$ cat config.mk
export PLATFORM = sky130hd
export DESIGN_NAME = can_bit_timer
export DESIGN_NICKNAME = d
export VERILOG_FILES = /design/src/rtl/cbt_pkg.sv /design/src/rtl/cbt_prescaler.sv /design/src/rtl/cbt_edge.sv /design/src/rtl/cbt_vote.sv /design/src/rtl/can_bit_timer.sv
export SDC_FILE = /design/constraint.sdc
export NUM_CORES = 1
export LEC_CHECK = 0
export CAP_MARGIN = 40
export CORE_AREA = 4 4 81 102
export DETAILED_ROUTE_END_ITERATION = 7
export DIE_AREA = 0 0 85 106
export DONT_BUFFER_PORTS = 1
export HOLD_SLACK_MARGIN = 0.06
export MAX_ROUTING_LAYER = met4
export PLACE_DENSITY_LB_ADDON = 0.2
export SLEW_MARGIN = 25
export SYNTH_ARGS = -nofsm -noshare
export SYNTH_HDL_FRONTEND = slang
export SYNTH_HIERARCHICAL = 1
export SYNTH_SLANG_ARGS = --single-unit
$ cat constraint.sdc
create_clock -name clk -period 5.27 [get_ports clk]
set_input_delay 0.527 -clock clk [delete_from_list [all_inputs] [get_ports clk]]
set_output_delay 0.527 -clock clk [all_outputs]
set_load 0.05 [all_outputs]
$ cat src/rtl/cbt_pkg.sv
// Package: shared types of the CAN bit timing unit.
// Assumes nothing beyond a SystemVerilog-2017 compiler.
package cbt_pkg;

    // Segment of the nominal bit the current quantum belongs to.
    typedef enum logic [1:0] {
        PH_SYNC = 2'd0,
        PH_SEG1 = 2'd1,
        PH_SEG2 = 2'd2
    } phase_t;

    // Two-of-three majority used by the sampler.
    function automatic logic maj3(input logic a, input logic b, input logic c);
        return (a & b) | (a & c) | (b & c);
    endfunction

endpackage

$ cat src/rtl/cbt_prescaler.sv
// Quantum divider: gives a one-cycle tick every (qdiv+1) clocks.
// Assumes qdiv is stable outside reset; the count restarts at reset.
module cbt_prescaler #(
    parameter int BRP_W = 6
) (
    input  logic             clk,
    input  logic             rst_n,
    input  logic [BRP_W-1:0] qdiv,
    output logic             tick
);

    logic [BRP_W-1:0] cnt;

    assign tick = (cnt == qdiv);

    // Count clock cycles inside one quantum.
    always_ff @(posedge clk) begin
        if (!rst_n)    cnt <= '0;
        else if (tick) cnt <= '0;
        else           cnt <= cnt + 1'b1;
    end

endmodule

$ cat src/rtl/cbt_edge.sv
// Edge detector: samples rx on every quantum tick and flags a
// recessive-to-dominant change between two consecutive ticks.
// Assumes rx is already synchronous to clk. The history resets to recessive.
module cbt_edge (
    input  logic       clk,
    input  logic       rst_n,
    input  logic       tick,
    input  logic       rx,
    output logic       fall,
    output logic [1:0] hist
);

    assign fall = tick & hist[0] & ~rx;

    // Keep the rx values of the last two quantum boundaries.
    always_ff @(posedge clk) begin
        if (!rst_n)    hist <= 2'b11;
        else if (tick) hist <= {hist[0], rx};
    end

endmodule

$ cat src/rtl/cbt_vote.sv
// Sample selector: passes the current rx value, or the 2-of-3 majority
// of the last three quantum-boundary values when triple mode is on.
// Purely combinational.
module cbt_vote (
    input  logic [1:0] hist,
    input  logic       rx,
    input  logic       triple,
    output logic       bit_o
);
    import cbt_pkg::*;

    // Choose single or majority sample.
    always_comb begin
        bit_o = triple ? maj3(hist[1], hist[0], rx) : rx;
    end

endmodule

$ cat src/rtl/can_bit_timer.sv
// CAN bit timing unit: splits each bit into a sync quantum and two phase
// segments, samples at the end of the first and strobes at the end of
// the second. It hard-synchronizes on idle-bus edges and otherwise
// resynchronizes, with the correction limited by the jump width.
// Assumes the cfg_* fields are stable outside reset and rx_in is synchronous.
module can_bit_timer #(
    parameter int BRP_W  = 6,
    parameter int SEG1_W = 4,
    parameter int SEG2_W = 3,
    parameter int SJW_W  = 2
) (
    input  logic              clk,
    input  logic              rst_n,
    input  logic              rx_in,
    input  logic              sync_en,
    input  logic [BRP_W-1:0]  cfg_qdiv,
    input  logic [SEG1_W-1:0] cfg_ph1,
    input  logic [SEG2_W-1:0] cfg_ph2,
    input  logic [SJW_W-1:0]  cfg_jump,
    input  logic              cfg_triple,
    output logic              samp_bit,
    output logic              samp_vld,
    output logic              tx_pt
);
    import cbt_pkg::*;

    localparam int LEN_W = ((SEG1_W > SEG2_W) ? SEG1_W : SEG2_W) + 2;

    logic             tick, fall, voted;
    logic [1:0]       hist;
    phase_t           phase, phase_n;
    logic [LEN_W-1:0] cnt, cnt_n, len, len_n, len_t, err;
    logic [LEN_W-1:0] l1, l2, sjw;
    logic             done, done_n, vld_n, tx_n, bit_n, jumped;

    assign l1  = LEN_W'(cfg_ph1)  + LEN_W'(1);
    assign l2  = LEN_W'(cfg_ph2)  + LEN_W'(1);
    assign sjw = LEN_W'(cfg_jump) + LEN_W'(1);

    cbt_prescaler #(.BRP_W(BRP_W)) u_div (
        .clk(clk), .rst_n(rst_n), .qdiv(cfg_qdiv), .tick(tick)
    );

    cbt_edge u_edge (
        .clk(clk), .rst_n(rst_n), .tick(tick), .rx(rx_in),
        .fall(fall), .hist(hist)
    );

    cbt_vote u_vote (
        .hist(hist), .rx(rx_in), .triple(cfg_triple), .bit_o(voted)
    );

    // Decide the next segment, position and length at each quantum tick.
    always_comb begin
        phase_n = phase;
        cnt_n   = cnt;
        len_n   = len;
        len_t   = len;
        err     = '0;
        done_n  = done;
        vld_n   = 1'b0;
        tx_n    = 1'b0;
        bit_n   = samp_bit;
        jumped  = 1'b0;
        if (tick) begin
            if (fall && sync_en) begin
                phase_n = PH_SEG1;
                cnt_n   = '0;
                len_n   = l1;
                done_n  = 1'b1;
            end else begin
                unique case (phase)
                    PH_SYNC: begin
                        phase_n = PH_SEG1;
                        cnt_n   = '0;
                        len_n   = l1;
                    end
                    PH_SEG1: begin
                        if (fall && !done) begin
                            err    = cnt + LEN_W'(1);
                            len_t  = len + ((err < sjw) ? err : sjw);
                            done_n = 1'b1;
                        end
                        if (cnt == len_t - LEN_W'(1)) begin
                            vld_n   = 1'b1;
                            bit_n   = voted;
                            phase_n = PH_SEG2;
                            cnt_n   = '0;
                            len_n   = l2;
                        end else begin
                            cnt_n = cnt + LEN_W'(1);
                            len_n = len_t;
                        end
                    end
                    PH_SEG2: begin
                        if (fall && !done) begin
                            err    = len - cnt;
                            done_n = 1'b1;
                            if (err <= sjw) begin
                                jumped  = 1'b1;
                                tx_n    = 1'b1;
                                phase_n = PH_SEG1;
                                cnt_n   = '0;
                                len_n   = l1;
                            end else begin
                                len_t = len - sjw;
                            end
                        end
                        if (!jumped) begin
                            if (cnt == len_t - LEN_W'(1)) begin
                                tx_n    = 1'b1;
                                phase_n = PH_SYNC;
                                done_n  = 1'b0;
                                cnt_n   = '0;
                            end else begin
                                cnt_n = cnt + LEN_W'(1);
                                len_n = len_t;
                            end
                        end
                    end
                    default: phase_n = PH_SYNC;
                endcase
            end
        end
    end

    // Register the bit state and the output pulses.
    always_ff @(posedge clk) begin
        if (!rst_n) begin
            phase    <= PH_SYNC;
            cnt      <= '0;
            len      <= LEN_W'(1);
            done     <= 1'b0;
            samp_vld <= 1'b0;
            samp_bit <= 1'b0;
            tx_pt    <= 1'b0;
        end else begin
            phase    <= phase_n;
            cnt      <= cnt_n;
            len      <= len_n;
            done     <= done_n;
            samp_vld <= vld_n;
            samp_bit <= bit_n;
            tx_pt    <= tx_n;
        end
    end

endmodule

==> tab_implementation.tex <==
\begin{tabular}{lr}
\hline
Metric & Value \\
\hline
\multicolumn{2}{l}{\textbf{Worst setup path}} \\
\quad Cells along the critical path & ha\_1 -> nand3\_1 -> o21ai\_0 -> a31oi\_2 -> a211o\_1 -> nor2\_1 -> a21oi\_1 -> ha\_1 -> fa\_1 -> a21oi\_1 -> or4b\_1 -> o211ai\_2 -> xnor2\_2 -> mux2\_2 -> nand4\_1 -> o2111ai\_2 -> and2\_1 -> or3\_1 -> a211oi\_1 -> nor3\_1 \\
\quad Crit path max-delay cell type & fa\_1 \\
\quad Highest net fanout along the worst path & 11 \\
\quad CP max stage delay & 0.40 ns \\
\quad Sort of element at the start of the critical path & flop \\
\quad Critical Path RT & 5.44 ns \\
\quad Endpoint arrival time on the critical path & 5.09 ns \\
\quad Crit. End Element & flop \\
\quad WS Path Type & flop to flop \\
\multicolumn{2}{l}{\textbf{GRT}} \\
\quad Number of global-route vias before repair & 3,050 \\
\quad Global-route layer with the greatest usage & met2 \\
\quad Congestion Overflow GR & 0 \\
\quad Global-route usage over all layers & 0.203 \\
\quad Number of antenna violations at the first check in global routing & 0 \\
\quad GRT met1 Usage & 0.238 \\
\quad Largest net degree at the start of global routing & 16 \\
\quad Met2 Resource Use GR & 0.365 \\
\quad First-pass GRT wire length & 14,800 µm \\
\quad Grt met3 use & 0.0209 \\
\multicolumn{2}{l}{\textbf{Route}} \\
\quad Number of nets with antenna violations after routing & 0 \\
\quad DRT Wirelength & 8770 µm \\
\quad Detailed-route via count & 3,072 \\
\quad DRC viols & 0 \\
\quad Detail-routed via count per cell & 6.07 \\
\quad DR WL/cell & 17.3 µm \\
\quad First-iteration detailed-routing DRC count & 139 \\
\quad Count of TritonRoute iterations in the first routing pass & 4 \\
\multicolumn{2}{l}{\textbf{Outcome}} \\
\quad Outcome & completed \\
\multicolumn{2}{l}{\textbf{Synth}} \\
\quad Mean Syn Cell Area & 7.90 µm² \\
\quad Synthesized area & 3230 µm² \\
\quad Flip-flop cell with the highest count after synthesis & dfxtp\_1 \\
\quad Number of flip-flops and latches in the synthesized netlist & 26 \\
\quad Distinct cell type count after synthesis & 72 \\
\quad EDFF count, synth & 0 \\
\quad Synthesis Warnings & 6 \\
\quad Number of standard cells after synthesis & 409 \\
\quad Async S/R FF share, synth & 0 \\
\quad Proportion of synthesized chip area in sequential cells & 0.161 \\
\multicolumn{2}{l}{\textbf{Final layout}} \\
\quad Multi-input logic area & 2540 µm² \\
\quad Total of fill cells in the finished design & 736 \\
\quad Share of post-route cells with drive strength above 1 & 0.106 \\
\quad \# nets final & 467 \\
\quad Area grow syn2layout & 8.06\% \\
\quad Antenna cells & 0 \\
\quad Most frequent standard cell in the layout excluding fill and tap cells & nor2\_1 \\
\quad Most frequent cells in the layout & nor2\_1 (33), ha\_1 (29), nand2\_1 (26) \\
\quad Final standard cell utilization of the core & 0.477 \\
\quad FF/Latch Area & 522 µm² \\
\multicolumn{2}{l}{\textbf{Pwr}} \\
\quad Leakage dissipation & 1.36 nW \\
\quad Power density over the cells & 152 nW/µm² \\
\quad Largest vdd supply drop & 0.119 mV \\
\multicolumn{2}{l}{\textbf{Clock network}} \\
\quad Master cell of the clock root buffer & clkbuf\_8 \\
\quad Count of buffers added by post-CTS timing repair for setup & 0 \\
\quad Register clock-pin slew on the reported worst setup and hold paths & 0.10 ns \\
\quad Largest buffer count on any clock path & 2 \\
\quad Clock latency on the worst-skew pair & 0.28 ns \\
\quad CTS tree & done \\
\quad CTS H-tree depth & 1 \\
\quad Number of hold buffers added after CTS & 0 \\
\quad Inserted Clock Buffers & 3 \\
\quad Clock Sinks & 26 \\
\multicolumn{2}{l}{\textbf{Floorplan}} \\
\quad I/O pin cnt & 23 \\
\quad Die area & 9010 µm² \\
\quad Count of standard-cell rows & 35 \\
\quad Vertical extent of the die & 106 µm \\
\quad Core Footprint & 7310 µm² \\
\quad Initial core utilization & 0.442 \\
\quad Width of the chip & 85 µm \\
\multicolumn{2}{l}{\textbf{Timing}} \\
\quad Post-route clock skew & 0.00262 ns \\
\quad Worst slew slack as a fraction of its limit & 0.595 \\
\quad Slew @ Worst Pin & 0.606 ns \\
\quad Maximum frequency from static timing analysis & 0.203 GHz \\
\quad Shortest clock period the worst path allows after layout & 4.92 ns \\
\quad Final number of setup-violating endpoints & 0 \\
\quad Hold Fails Final Rpt & 0 \\
\quad Period utilisation layout & 0.934 \\
\quad Setup TNS after final layout & 0 ns \\
\quad Setup repair after global routing missed its margin & false \\
\quad Final Max Tran Viols & 0 \\
\multicolumn{2}{l}{\textbf{Placed design}} \\
\quad Detailed-placement wirelength estimate & 7070 µm \\
\quad I/O Buffers & 0 \\
\quad Gpl congestion & 0.907 \\
\multicolumn{2}{l}{\textbf{Job}} \\
\quad Total of max-cap violations & 0 \\
\multicolumn{2}{l}{\textbf{Min path}} \\
\quad Tightest Hold Check Type & primary input to flop \\
\hline
\end{tabular}
[metrics by stage]
step	area [µm²]	hold slack, ns	worst slack [ns]	power (mW)	cells
floorplan	3230	0.463	0.425	0.327	410
global placement	3400	0.484	0.337	0.362	502
detailed placement	3400	0.490	0.221	0.364	502
CTS	3470	0.310	0.261	0.533	506
global route	3490	0.303	0.0277	0.560	506
finish	3490	0.311	0.348	0.531	506
[critical path: cells and delay by family, from the launching register on]
family                     cells  cell delay [ns]
AOI/OAI and AO/OA              8             1.60
and+or+nand+nor                7             1.37
adders and majority gates      3             0.89
DFF                            1             0.36
muxes                          1             0.36
xor gates and xnor gates       1             0.22
[Yosys cell counts, drive strengths merged (10+ instances only)]
cell    number  share of area
mux2i       13          0.044
nor3        11          0.017
nand2       26          0.030
a211oi      10          0.023
inv         24          0.028
xnor2       20          0.054
ha          29           0.11
dfxtp       26           0.16
nand3       23          0.036
o21ai       15          0.023
nor2        34          0.040
xor2        18          0.055
clkbuf      12          0.014
a21oi       19          0.031
[worst paths after layout]
check | start | to | slack (ns) | depth (start not counted)
setup / recovery | cnt[1]$_SDFFE_PN0P_ | phase[0]$_SDFFE_PN0P_ | 0.35 | 20
setup reg to reg | cnt[1]$_SDFFE_PN0P_ | phase[0]$_SDFFE_PN0P_ | 0.35 | 20
hold reg to reg | u_edge/hist[1]$_SDFFE_PN1P_ | u_edge/hist[1]$_SDFFE_PN1P_ | 0.51 | 2
hold / removal | rst_n | u_edge/hist[0]$_SDFFE_PN1P_ | 0.31 | 1
[final cells by class]
| cell class | count | area share |
|---|---|---|
| clock buffer | 3 | 0.0118 |
| multi-input combinational | 340 | 0.728 |
| clock inverter | 1 | 0.00861 |
| sequential | 26 | 0.150 |
| tap | 92 | 0.0330 |
| inverter | 24 | 0.0258 |
| timing repair buffer | 20 | 0.0430 |
[kinds of logic (layout without fill, tap and decap cells)]
logic type,after synthesis,in the layout,share of synthesized area
DFF,26,26,0.161
buffers and inverters,44,48,0.0573
and+or+nand+nor,152,152,0.262
AOI/OAI and AO/OA,100,100,0.224
other,1,2,0.00116
muxes,16,16,0.0546
xor gates and xnor gates,38,38,0.109
adders and majority gates,32,32,0.131
[repair_timing]
item	CTS	global route
setup endpoints to repair	0	8
hold endpoints to repair	0	0
gates resized for setup	0	3
[sequential cells by signal, summed over array words and instances, names as in the netlist]
| signal | flops |
|---|---|
| len | 6 |
| u_edge/hist | 2 |
| tx_pt | 1 |
| samp_vld | 1 |
| done | 1 |
| cnt | 6 |
| phase | 2 |
| u_div/cnt | 6 |
| samp_bit | 1 |
[layer usage]
metal	up-vias	share of wire
li1	1526	-
met1	1462	0.42
met2	71	0.51
met3	13	0.045
met4	0	0.020
met5	-	0
[power by group]
part	leakage (nW)	internal [mW]	switching [mW]
Clock	0.0357	0.102	0.0685
Sequential	0.211	0.200	0.00463
Combinational	1.12	0.0649	0.0916
Total	1.36	0.366	0.165
No activity file was read; power rests on OpenSTA's default activity.
